`src/rtl/exec_mode_pkg.sv`:
```
package exec_mode_pkg;
    typedef enum logic {
        MODE_THREAD  = 1'b0,
        MODE_HANDLER = 1'b1
    } core_mode_e;

    typedef struct packed {
        logic use_proc;   // bit 1: process stack in thread mode
        logic drop_priv;  // bit 0: unprivileged in thread mode
    } ctrl_bits_t;
endpackage

```
`src/rtl/exec_mode_fsm.sv`:
```
module exec_mode_fsm
    import exec_mode_pkg::*;
#(
    parameter int MAX_NEST = 8
) (
    input  logic       clk,
    input  logic       rst_n,
    input  logic       exc_entry,
    input  logic       exc_return,
    output core_mode_e mode_o,
    output logic       resume_o
);
    localparam int DW = $clog2(MAX_NEST + 1);
    localparam logic [DW-1:0] DEPTH_MAX = DW'(MAX_NEST);
    localparam logic [DW-1:0] DEPTH_ONE = DW'(1);

    core_mode_e    state_q, state_d;
    logic [DW-1:0] depth_q, depth_d;

    always_ff @(posedge clk or negedge rst_n) begin
        if (!rst_n) begin
            state_q <= MODE_THREAD;
            depth_q <= '0;
        end else begin
            state_q <= state_d;
            depth_q <= depth_d;
        end
    end

    always_comb begin
        state_d  = state_q;
        depth_d  = depth_q;
        resume_o = 1'b0;
        unique case (state_q)
            MODE_THREAD: begin
                if (exc_entry) begin            // ENTER
                    state_d = MODE_HANDLER;
                    depth_d = DEPTH_ONE;
                end
            end
            MODE_HANDLER: begin
                if (exc_entry) begin            // NEST
                    if (depth_q != DEPTH_MAX) depth_d = depth_q + DEPTH_ONE;
                end else if (exc_return) begin
                    depth_d = depth_q - DEPTH_ONE;
                    if (depth_q == DEPTH_ONE) begin   // RESUME
                        state_d  = MODE_THREAD;
                        resume_o = 1'b1;
                    end                               // else UNNEST
                end
            end
        endcase
    end

    assign mode_o = state_q;
endmodule

```
`src/rtl/exec_mode_ctrl_reg.sv`:
```
module exec_mode_ctrl_reg
    import exec_mode_pkg::*;
(
    input  logic       clk,
    input  logic       rst_n,
    input  logic       wr_en,
    input  logic [1:0] wdata,
    input  logic       allow,
    input  logic       resume,
    input  logic       resume_psp,
    output ctrl_bits_t bits_o
);
    ctrl_bits_t bits_q;

    always_ff @(posedge clk or negedge rst_n) begin
        if (!rst_n) begin
            bits_q <= '0;
        end else begin
            if (wr_en && allow) bits_q <= ctrl_bits_t'(wdata);
            if (resume)         bits_q.use_proc <= resume_psp;
        end
    end

    assign bits_o = bits_q;
endmodule

```
`src/rtl/exec_mode_view.sv`:
```
module exec_mode_view
    import exec_mode_pkg::*;
(
    input  core_mode_e mode,
    input  ctrl_bits_t bits,
    output logic       in_handler,
    output logic       privileged,
    output logic       sp_proc
);
    always_comb begin
        unique case (mode)
            MODE_THREAD: begin
                in_handler = 1'b0;
                privileged = ~bits.drop_priv;
                sp_proc    = bits.use_proc;
            end
            MODE_HANDLER: begin
                in_handler = 1'b1;
                privileged = 1'b1;
                sp_proc    = 1'b0;
            end
        endcase
    end
endmodule

```
`src/rtl/exec_mode_ctrl.sv`:
```
module exec_mode_ctrl
    import exec_mode_pkg::*;
#(
    parameter int MAX_NEST = 8
) (
    input  logic       clk,
    input  logic       rst_n,
    input  logic       exc_entry,
    input  logic       exc_return,
    input  logic       exc_ret_psp,
    input  logic       ctrl_wr,
    input  logic [1:0] ctrl_wdata,
    output logic       in_handler,
    output logic       privileged,
    output logic       sp_proc
);
    core_mode_e mode;
    ctrl_bits_t bits;
    logic       resume;

    exec_mode_fsm #(.MAX_NEST(MAX_NEST)) u_fsm (
        .clk       (clk),
        .rst_n     (rst_n),
        .exc_entry (exc_entry),
        .exc_return(exc_return),
        .mode_o    (mode),
        .resume_o  (resume)
    );

    exec_mode_ctrl_reg u_ctrl (
        .clk       (clk),
        .rst_n     (rst_n),
        .wr_en     (ctrl_wr),
        .wdata     (ctrl_wdata),
        .allow     (privileged),
        .resume    (resume),
        .resume_psp(exc_ret_psp),
        .bits_o    (bits)
    );

    exec_mode_view u_view (
        .mode      (mode),
        .bits      (bits),
        .in_handler(in_handler),
        .privileged(privileged),
        .sp_proc   (sp_proc)
    );
endmodule

```
`config.mk`:
```
export PLATFORM = sky130hd
export DESIGN_NAME = exec_mode_ctrl
export DESIGN_NICKNAME = d
export VERILOG_FILES = /design/src/rtl/exec_mode_pkg.sv /design/src/rtl/exec_mode_fsm.sv /design/src/rtl/exec_mode_ctrl_reg.sv /design/src/rtl/exec_mode_view.sv /design/src/rtl/exec_mode_ctrl.sv
export SDC_FILE = /design/constraint.sdc
export NUM_CORES = 1
export LEC_CHECK = 0
export BUFFER_PORTS_ARGS = -buffer_cell sky130_fd_sc_hd__buf_2
export CELL_PAD_IN_SITES_DETAIL_PLACEMENT = 1
export CELL_PAD_IN_SITES_GLOBAL_PLACEMENT = 2
export CORE_AREA = 3 3 46 48
export DETAILED_ROUTE_END_ITERATION = 10
export DIE_AREA = 0 0 49 51
export GPL_ROUTABILITY_DRIVEN = 0
export PLACE_DENSITY_LB_ADDON = 0.1
export SYNTH_ARGS = -nofsm -noshare
export SYNTH_HDL_FRONTEND = slang
export SYNTH_SLANG_ARGS = --single-unit
```
`constraint.sdc`:
```
create_clock -name clk -period 1.72 [get_ports clk]
set_clock_uncertainty 0.15 [all_clocks]
set_input_delay 0.344 -clock clk [delete_from_list [all_inputs] [get_ports clk]]
set_output_delay 0.344 -clock clk [all_outputs]
set_load 0.01 [all_outputs]
```
==> flow_metrics.tcl, run 1 <==
set metrics [dict create \
    cts_tree "built" \
    synth_top_cell_by_area "dfrtp_1" \
    synthesis.area_um2 514 \
    tns_ns 0 \
    drt-pass1-iter-count 2 \
    dpl_worst_slack_ns 0.215 \
    hold_class "in2reg" \
    final_common_cell "buf_2" \
    root_buffer "clkbuf_4" \
    required_ns 1.23 \
    grt.overflow.total 0 \
    cellPowerDensity_nw_per_um2 1350 \
    avgSynthCellArea_um2 9.70 \
    min-delay-start "ctrl_wdata[0]" \
    routedWlPerCell_um 12.7 \
    cts_max_path_buffers 2 \
    post-route-period-util_pct 94.3 \
    syn_inst 53 \
    clock_latency_ns 0.26 \
    crit_fanout 7 \
    cts_buffers 3 \
    die_y_um 51 \
    worstPathArrival_ns 1.13 \
    antennaDiodeCount 0 \
    grt_max_degree 10 \
    syn_to_final_growth_pct 22.6 \
    track_usage_pct 11.2 \
    ys_warn_count 0 \
    rows 15 \
    maxCapViolations 0 \
    vias 432 \
    drv_slew 0 \
    die-area_um2 2500 \
    drtIter0Drc 2 \
    status "finished clean" \
    postRouteAntennaNets 0 \
    crit_type "reg2out" \
    synth_area_leaders "dfrtp_1 (34%), ha_1 (9.7%), nor2b_1 (4.9%), mux2i_1 (3.9%), a31oi_1 (3.6%)" \
    grt_pass1_wl_mm 2.08 \
    port_buffers 10 \
    fmax_mhz 616 \
    worstSetupStartpointType "flop" \
    utilization_pct 36.1 \
    die_w_um 49 \
    grt_pass1_vias 466 \
    synth-seq-cells 7 \
    finalSetupViolations 0 \
    drive_above_1_share_pct 25.0 \
    path_clk_slew_ns 0.06 \
    relSlewSlack_pct 85.7 \
    critPathLaunch "u_fsm.mode_o$_DFF_PN0_" \
    fin_crit_ns 1.62 \
    synth_top_area_share_pct 34.1 \
    mostFrequentLayoutCells "buf_2 (10), dfrtp_1 (7), nor2b_1 (4), nand2_1 (4), ha_1 (4)" \
    p_leak_nw 0.293 \
    htreeDepth 1 \
    final_hold_viol_count 0 \
    viasPerCell 4.65 \
    syn_nets 65 \
    rsz0062_at_grt "no" \
    io_pins 11 \
    initial_core_util_pct 29.5 \
    crit_path_end_kind "primary output" \
    worst_pin_slew_ns 0.213 \
    drt_wl_total_mm 1.18 \
    layout.nets 81 \
    grt_antenna_before_repair 0 \
    dp_hpwl_um 922 \
    cts_sinks 7 \
    synth.distinct_cells 29 \
    drc 0 \
    synth-seq-area-share_pct 34.1 \
    cts_resized 0 \
    reg2reg_from "u_fsm.depth_q[0]$_DFFE_PN0P_" \
    peakVddDrop_mv 0.503 \
    worst_slack_ns 0.0978 \
    fillers 211 \
    core_um2 1750 \
]
worst paths after layout:
| path | end | slack [ns] | cells past startpoint |
|---|---|---|---|
| max | privileged | 0.1 | 3 |
| min | u_ctrl.bits_o[0]$_DFFE_PN0P_ | 0.17 | 2 |
| max reg2reg | u_fsm.depth_q[0]$_DFFE_PN0P_ | 0.21 | 5 |
| min reg2reg | u_ctrl.bits_o[0]$_DFFE_PN0P_ | 0.42 | 1 |
| max in group asynchronous | u_fsm.depth_q[1]$_DFFE_PN0P_ | 0.95 | 2 |
| min in group asynchronous | u_fsm.depth_q[3]$_DFFE_PN0P_ | 0.31 | 2 |
Yosys cell counts:
master	instances
a211oi_1	1
a21bo_2	1
a21o_1	1
a21oi_1	2
a22o_1	1
a31oi_1	3
a32oi_1	1
and4_1	1
buf_6	1
clkbuf_2	1
dfrtp_1	7
ha_1	4
inv_1	3
mux2i_1	2
nand2_1	4
nand2b_1	2
nand2b_4	1
nand3_1	2
nand3b_1	2
nand4b_1	1
nand4bb_1	1
nor2b_1	4
nor3b_1	1
nor4_1	1
o211ai_1	1
o21a_1	1
o21ai_0	1
or2b_1	1
xnor2_1	1
area by class of cell:
type | count | area (um2) | share of cell area [%]
multi-input combinational | 41 | 312 | 49.4
sequential | 7 | 175 | 27.8
timing repair buffer | 13 | 75.1 | 11.9
tap | 25 | 31.3 | 4.96
clock buffer | 4 | 26.3 | 4.17
inverter | 3 | 11.3 | 1.79
flip-flops by register name, indices dropped and copies added, names as in the netlist:
| register | cells |
|---|---|
| u_ctrl.bits_o | 2 |
| u_fsm.depth_q | 4 |
| u_fsm.mode_o | 1 |
through the flow:
stage,cells,hold WS (ns),total power (W),cell area [um2]
finish,93,0.166,0.000852,631
global route,93,0.169,0.000953,631
global placement,88,0.0469,0.000708,594
detailed placement,88,0.0467,0.000704,594
floorplan,53,-0.102,0.000597,514
CTS,93,0.162,0.000871,631
routing by layer:
| layer | wire length [um] | global-route usage (%) |
|---|---|---|
| met1 | 529 | 12.9 |
| met2 | 600 | 18.6 |
| met3 | 51 | 5.25 |
| met4 | 0 | 2.84 |
| met5 | 0 | 0 |
logic make-up (layout without fill, tap and decap cells):
logic type	count (synthesis)	count (layout)	synth area share, %
buf+inv	5	20	5.35
compound gates	13	13	17.8
mux	2	2	3.89
simple gates	21	21	27.5
xor+xnor	1	1	1.70
flops	7	7	34.1
fa+ha+maj	4	4	9.73
repair_timing:
action / 4_1_cts / 5_1_grt
buffers inserted: 0 / 0
hold buffers: 1 / 0
hold endpoints to repair: 7 / 0
critical path, cell delays in order (launching register included):
cell	delay, ns
dfrtp_1	0.42
buf_4	0.18
nand2b_4	0.14
buf_2	0.13
where the power goes:
| group | internal (W) | total, W | switching [W] |
|---|---|---|---|
| registers | 0.000227 | 0.000315 | 0.0000879 |
| logic | 0.000201 | 0.000382 | 0.000181 |
| clock network | 0.0000889 | 0.000155 | 0.0000662 |
Power figures use the tool's default switching activity.
==> run 2, diff against run 1 <==
Clock period 1.72 ns to 1.63 ns, I/O delays scaled along.
==> run 2 against run 1 <==
  * Final cell count up 2.2%
  * Total power rose by 10%
  * Sequential cell count stayed put
  * Sequential share of layout area fell by 0.65 points
  * Global-route usage about the same
  * Largest power group unchanged
  * Highest routed layer unchanged
==> flow_metrics.tcl, run 2 (same netlist as run 1, synthesis figures left out) <==
set metrics [dict create \
    status "finished clean" \
    cts_tree "built" \
    core_um2 1750 \
    final_common_cell "buf_2" \
    worstSetupStartpointType "flop" \
    top_register "u_fsm.depth_q" \
    path_clk_slew_ns 0.05 \
    swShare_pct 38.3 \
    cts_resized 0 \
    finalSetupViolations 0 \
    drv_slew 0 \
    seq_area_um2 175 \
    routedWlPerCell_um 12.9 \
    die_y_um 51 \
    worst_pin_slew_ns 0.391 \
    final_cells 95 \
    port_buffers 10 \
    drive_above_1_share_pct 27.1 \
    pwr-share-comb_pct 50.9 \
    crit_type "reg2out" \
    drc 0 \
    maxCapViolations 0 \
    rows 15 \
    cellPowerDensity_nw_per_um2 1450 \
    postRouteAntennaNets 0 \
    grt_pass1_wl_mm 2.15 \
    dp_hpwl_um 973 \
    r2r-end "u_ctrl.bits_o[1]$_DFFE_PN0P_" \
    grt_antenna_before_repair 0 \
    antennaDiodeCount 0 \
    grt_pass1_vias 478 \
    holdBufCountCts 1 \
    drt_wl_total_mm 1.23 \
    hold_class "in2reg" \
    largest_register_ff_count 4 \
    mostFrequentLayoutCells "buf_2 (10), dfrtp_1 (7)" \
    drtIter0Drc 2 \
    fin_crit_ns 1.47 \
    rsz0062_at_grt "no" \
    cts_max_path_buffers 2 \
    cts_buffers 3 \
    root_buffer "clkbuf_4" \
    utilization_pct 37.0 \
    p_leak_nw 0.302 \
    vias 454 \
    critPathLaunch "u_fsm.mode_o$_DFF_PN0_" \
    finalPower_w 0.000938 \
    dp.cells 90 \
    multi_input_area_um2 312 \
    clkPwrFrac_pct 16.7 \
    syn_to_final_growth_pct 25.5 \
    reg2reg_from "u_fsm.mode_o$_DFF_PN0_" \
    final_hold_viol_count 0 \
    crit_path_end_kind "primary output" \
    worstPathArrival_ns 0.99 \
    switchingPower_w 0.000360 \
    layout.nets 83 \
    track_usage_pct 11.2 \
    tns_ns 0 \
    viasPerCell 4.78 \
    peakVddDrop_mv 0.779 \
    cts_sinks 7 \
    sequentialPowerShare_pct 32.4 \
    post-route-period-util_pct 89.9 \
    fmax_mhz 682 \
    internal_power_w 0.000578 \
    clock_latency_ns 0.25 \
    initial_core_util_pct 29.5 \
    required_ns 1.15 \
    crit_fanout 6 \
    setup.worst_path.end "privileged" \
    htreeDepth 1 \
    reg2reg_slack_ns 0.18 \
    die-area_um2 2500 \
    relSlewSlack_pct 73.9 \
    grt_max_degree 10 \
    grt.overflow.total 0 \
    drt-pass1-iter-count 4 \
    io_pins 11 \
    reg2reg_depth 3 \
    post-cts-setup-buffers 0 \
    fillers 215 \
    die_w_um 49 \
]
run 2: how the worst min path moves through the flow:
stage          slack [ns]                      endpoint     startpoint  cells past startpoint
2_1_floorplan       -0.12  u_ctrl.bits_o[0]$_DFFE_PN0P_          rst_n                      0
3_3_place_gp         0.02  u_ctrl.bits_o[0]$_DFFE_PN0P_          rst_n                      1
3_5_place_dp         0.02  u_ctrl.bits_o[0]$_DFFE_PN0P_          rst_n                      1
4_1_cts              0.16  u_ctrl.bits_o[0]$_DFFE_PN0P_  ctrl_wdata[0]                      2
5_1_grt              0.15  u_ctrl.bits_o[0]$_DFFE_PN0P_  ctrl_wdata[0]                      2
6_report             0.16  u_ctrl.bits_o[0]$_DFFE_PN0P_  ctrl_wdata[0]                      2
run 2: worst max-delay path: stages, from the launching register on:
cell and delay, ns:
dfrtp_1 0.43, nand2b_4 0.17, buf_2 0.13
run 2: through the flow:
stage | instance area [um2] | hold slack [ns] | worst slack (ns)
floorplan | 514 | -0.120 | 0.241
global placement | 609 | 0.0239 | 0.227
detailed placement | 609 | 0.0247 | 0.181
CTS | 646 | 0.155 | 0.150
global route | 646 | 0.152 | 0.0469
finish | 646 | 0.158 | 0.165
run 2: layout make-up:
cell class | instances | area share (%)
repair buffers | 15 | 14.0
clock buffers | 4 | 4.07
well taps | 25 | 4.84
inverters | 3 | 1.74
flip-flops and latches | 7 | 27.1
multi-input cells | 41 | 48.3
run 2: metal layers:
| layer | share of wire, % | global-route usage, % | up-vias |
|---|---|---|---|
| met3 | 4.9 | 4.37 | 0 |
| met4 | 0 | 2.84 | 0 |
| li1 | - | - | 227 |
| met1 | 47 | 13.3 | 219 |
| met2 | 48 | 18.8 | 8 |
| met5 | 0 | 0 | - |
run 2: power groups by stage:
stage / combinational [W] / sequential [W] / clock, W
final: 0.000477 / 0.000304 / 0.000156
after global routing: 0.000543 / 0.000318 / 0.000183
after CTS: 0.000487 / 0.000305 / 0.000164
after detailed placement: 0.000482 / 0.000307 / 0
after global placement: 0.000476 / 0.000308 / 0
after floorplan: 0.000321 / 0.000308 / 0
==> run 3, diff against run 2 <==
Settings changed: CTS_BUF_LIST set to sky130_fd_sc_hd__clkbuf_4 sky130_fd_sc_hd__clkbuf_8 sky130_fd_sc_hd__clkbuf_16, CTS_CLUSTER_SIZE set to 12.
==> run 3 against run 2 <==
  * Utilization up 0.22 points
  * Critical path depth unchanged
  * Hold slack better by 0.00066 ns
  * Register-to-register slack about the same
  * Sequential power about the same
  * Total power up 1.4%
  * Via count down 0.44%
  * Critical path type unchanged
  * Clock power up 10%
  * Cell area up 0.58%
  * Final cell count unchanged
  * Sequential share of layout area down 0.16 points
  * Largest power group unchanged
==> flow_metrics.tcl, run 3 (same netlist as run 1, synthesis figures left out) <==
set metrics [dict create \
    largest_register_ff_count 4 \
    grt_pass1_wl_mm 2.10 \
    critical_path.top_delay_family "flip-flops" \
    dp_hpwl_um 973 \
    fin_crit_ns 1.47 \
    switchingPower_w 0.000357 \
    place_area_um2 609 \
    reg2reg_depth 3 \
    grt_antenna_before_repair 0 \
    cts_max_path_buffers 2 \
    crit_cells 2 \
    hold_depth 2 \
    io_pins 11 \
    internal_power_w 0.000594 \
    required_ns 1.15 \
    cellPowerDensity_nw_per_um2 1460 \
    die_w_um 49 \
    rsz0062_at_grt "no" \
    postRouteAntennaNets 0 \
    sequentialPowerShare_pct 31.9 \
    final_area_um2 649 \
    viasPerCell 4.76 \
    pwr-share-comb_pct 49.9 \
    routedWlPerCell_um 12.8 \
    crit_path_end_kind "primary output" \
    drt-pass1-iter-count 4 \
    path_clk_slew_ns 0.05 \
    drt_wl_total_mm 1.22 \
    fmax_mhz 683 \
    cts_sinks 7 \
    layout.nets 83 \
    antennaDiodeCount 0 \
    die_y_um 51 \
    grt_max_degree 10 \
    crit_type "reg2out" \
    root_buffer "clkbuf_4" \
    status "finished clean" \
    worst_pin_slew_ns 0.385 \
    drtIter0Drc 2 \
    clock_latency_ns 0.25 \
    port_buffers 10 \
    swShare_pct 37.5 \
    maxCapViolations 0 \
    core_um2 1750 \
    peakVddDrop_mv 0.775 \
    finalSetupViolations 0 \
    p_leak_nw 0.305 \
    worstPathArrival_ns 0.99 \
    final_hold_viol_count 0 \
    rows 15 \
    hold_class "in2reg" \
    grt.overflow.total 0 \
    post-route-period-util_pct 89.9 \
    grt_pass1_vias 465 \
    relSlewSlack_pct 74.3 \
    critPathBufInv 1 \
    drive_above_1_share_pct 28.6 \
    clkPwrFrac_pct 18.1 \
    final_common_cell "buf_2" \
    max_stage_delay_ns 0.43 \
    die-area_um2 2500 \
    syn_to_final_growth_pct 26.3 \
    worstSetupStartpointType "flop" \
    track_usage_pct 11.0 \
    htreeDepth 1 \
    drv_slew 0 \
    drc 0 \
    multi_input_area_um2 312 \
    tns_ns 0 \
    mostFrequentLayoutCells "buf_2 (10), dfrtp_1 (7)" \
    crit_path_top_delay_cell "dfrtp_1" \
    cts_buffers 3 \
    top_register "u_fsm.depth_q" \
    fillers 215 \
    vias 452 \
    crit_chain "nand2b_4 > buf_2" \
    seq_area_um2 175 \
    initial_core_util_pct 29.5 \
    crit_fanout 6 \
    cts_resized 0 \
    cts_tree "built" \
]
[run 3: repair_timing]
| item | 4_1_cts | 5_1_grt |
|---|---|---|
| endpoints found under the hold margin | 7 | 0 |
| hold buffers | 1 | 0 |
| setup buffers | 0 | 0 |
[run 3: layout make-up]
| class | instances | area share, % |
|---|---|---|
| clock buffer | 4 | 4.62 |
| tap | 25 | 4.82 |
| sequential | 7 | 27.0 |
| multi-input combinational | 41 | 48.0 |
| timing repair buffer | 15 | 13.9 |
| inverter | 3 | 1.73 |
[run 3: metrics by stage]
stage | total power [W] | utilization [%] | std cells | hold WS (ns) | setup WS, ns
2_1_floorplan | 0.000629 | - | 53 | -0.120 | 0.241
3_3_place_gp | 0.000784 | 34.9 | 90 | 0.0239 | 0.227
3_5_place_dp | 0.000789 | 34.9 | 90 | 0.0247 | 0.181
4_1_cts | 0.000973 | 37.2 | 95 | 0.155 | 0.150
5_1_grt | 0.00106 | 37.2 | 95 | 0.151 | 0.0469
6_report | 0.000951 | 37.2 | 95 | 0.159 | 0.165
[run 3: final timing paths]
kind,from,end,slack (ns)
worst max-delay path,u_fsm.mode_o$_DFF_PN0_,privileged,0.16
worst min-delay path,ctrl_wdata[0],u_ctrl.bits_o[0]$_DFFE_PN0P_,0.16
worst max register to register,u_fsm.mode_o$_DFF_PN0_,u_ctrl.bits_o[1]$_DFFE_PN0P_,0.18
worst min register to register,u_ctrl.bits_o[0]$_DFFE_PN0P_,u_ctrl.bits_o[0]$_DFFE_PN0P_,0.42
max in group asynchronous,rst_n,u_fsm.depth_q[2]$_DFFE_PN0P_,0.88
min in group asynchronous,rst_n,u_ctrl.bits_o[1]$_DFFE_PN0P_,0.29
[run 3: power by group through the flow]
stage	combinational (W)	clock, W	sequential, W
2_1_floorplan	0.000321	0	0.000308
3_3_place_gp	0.000476	0	0.000308
3_5_place_dp	0.000482	0	0.000307
4_1_cts	0.000487	0.000181	0.000305
5_1_grt	0.000541	0.000200	0.000316
6_report	0.000475	0.000172	0.000304
[run 3: metal layers]
layer / track usage [%] / vias to the layer above / routed length (um)
li1: - / 227 / -
met1: 13.2 / 215 / 569
met2: 18.3 / 10 / 577
met3: 4.37 / 0 / 68
met4: 2.84 / 0 / 0
met5: 0 / - / 0
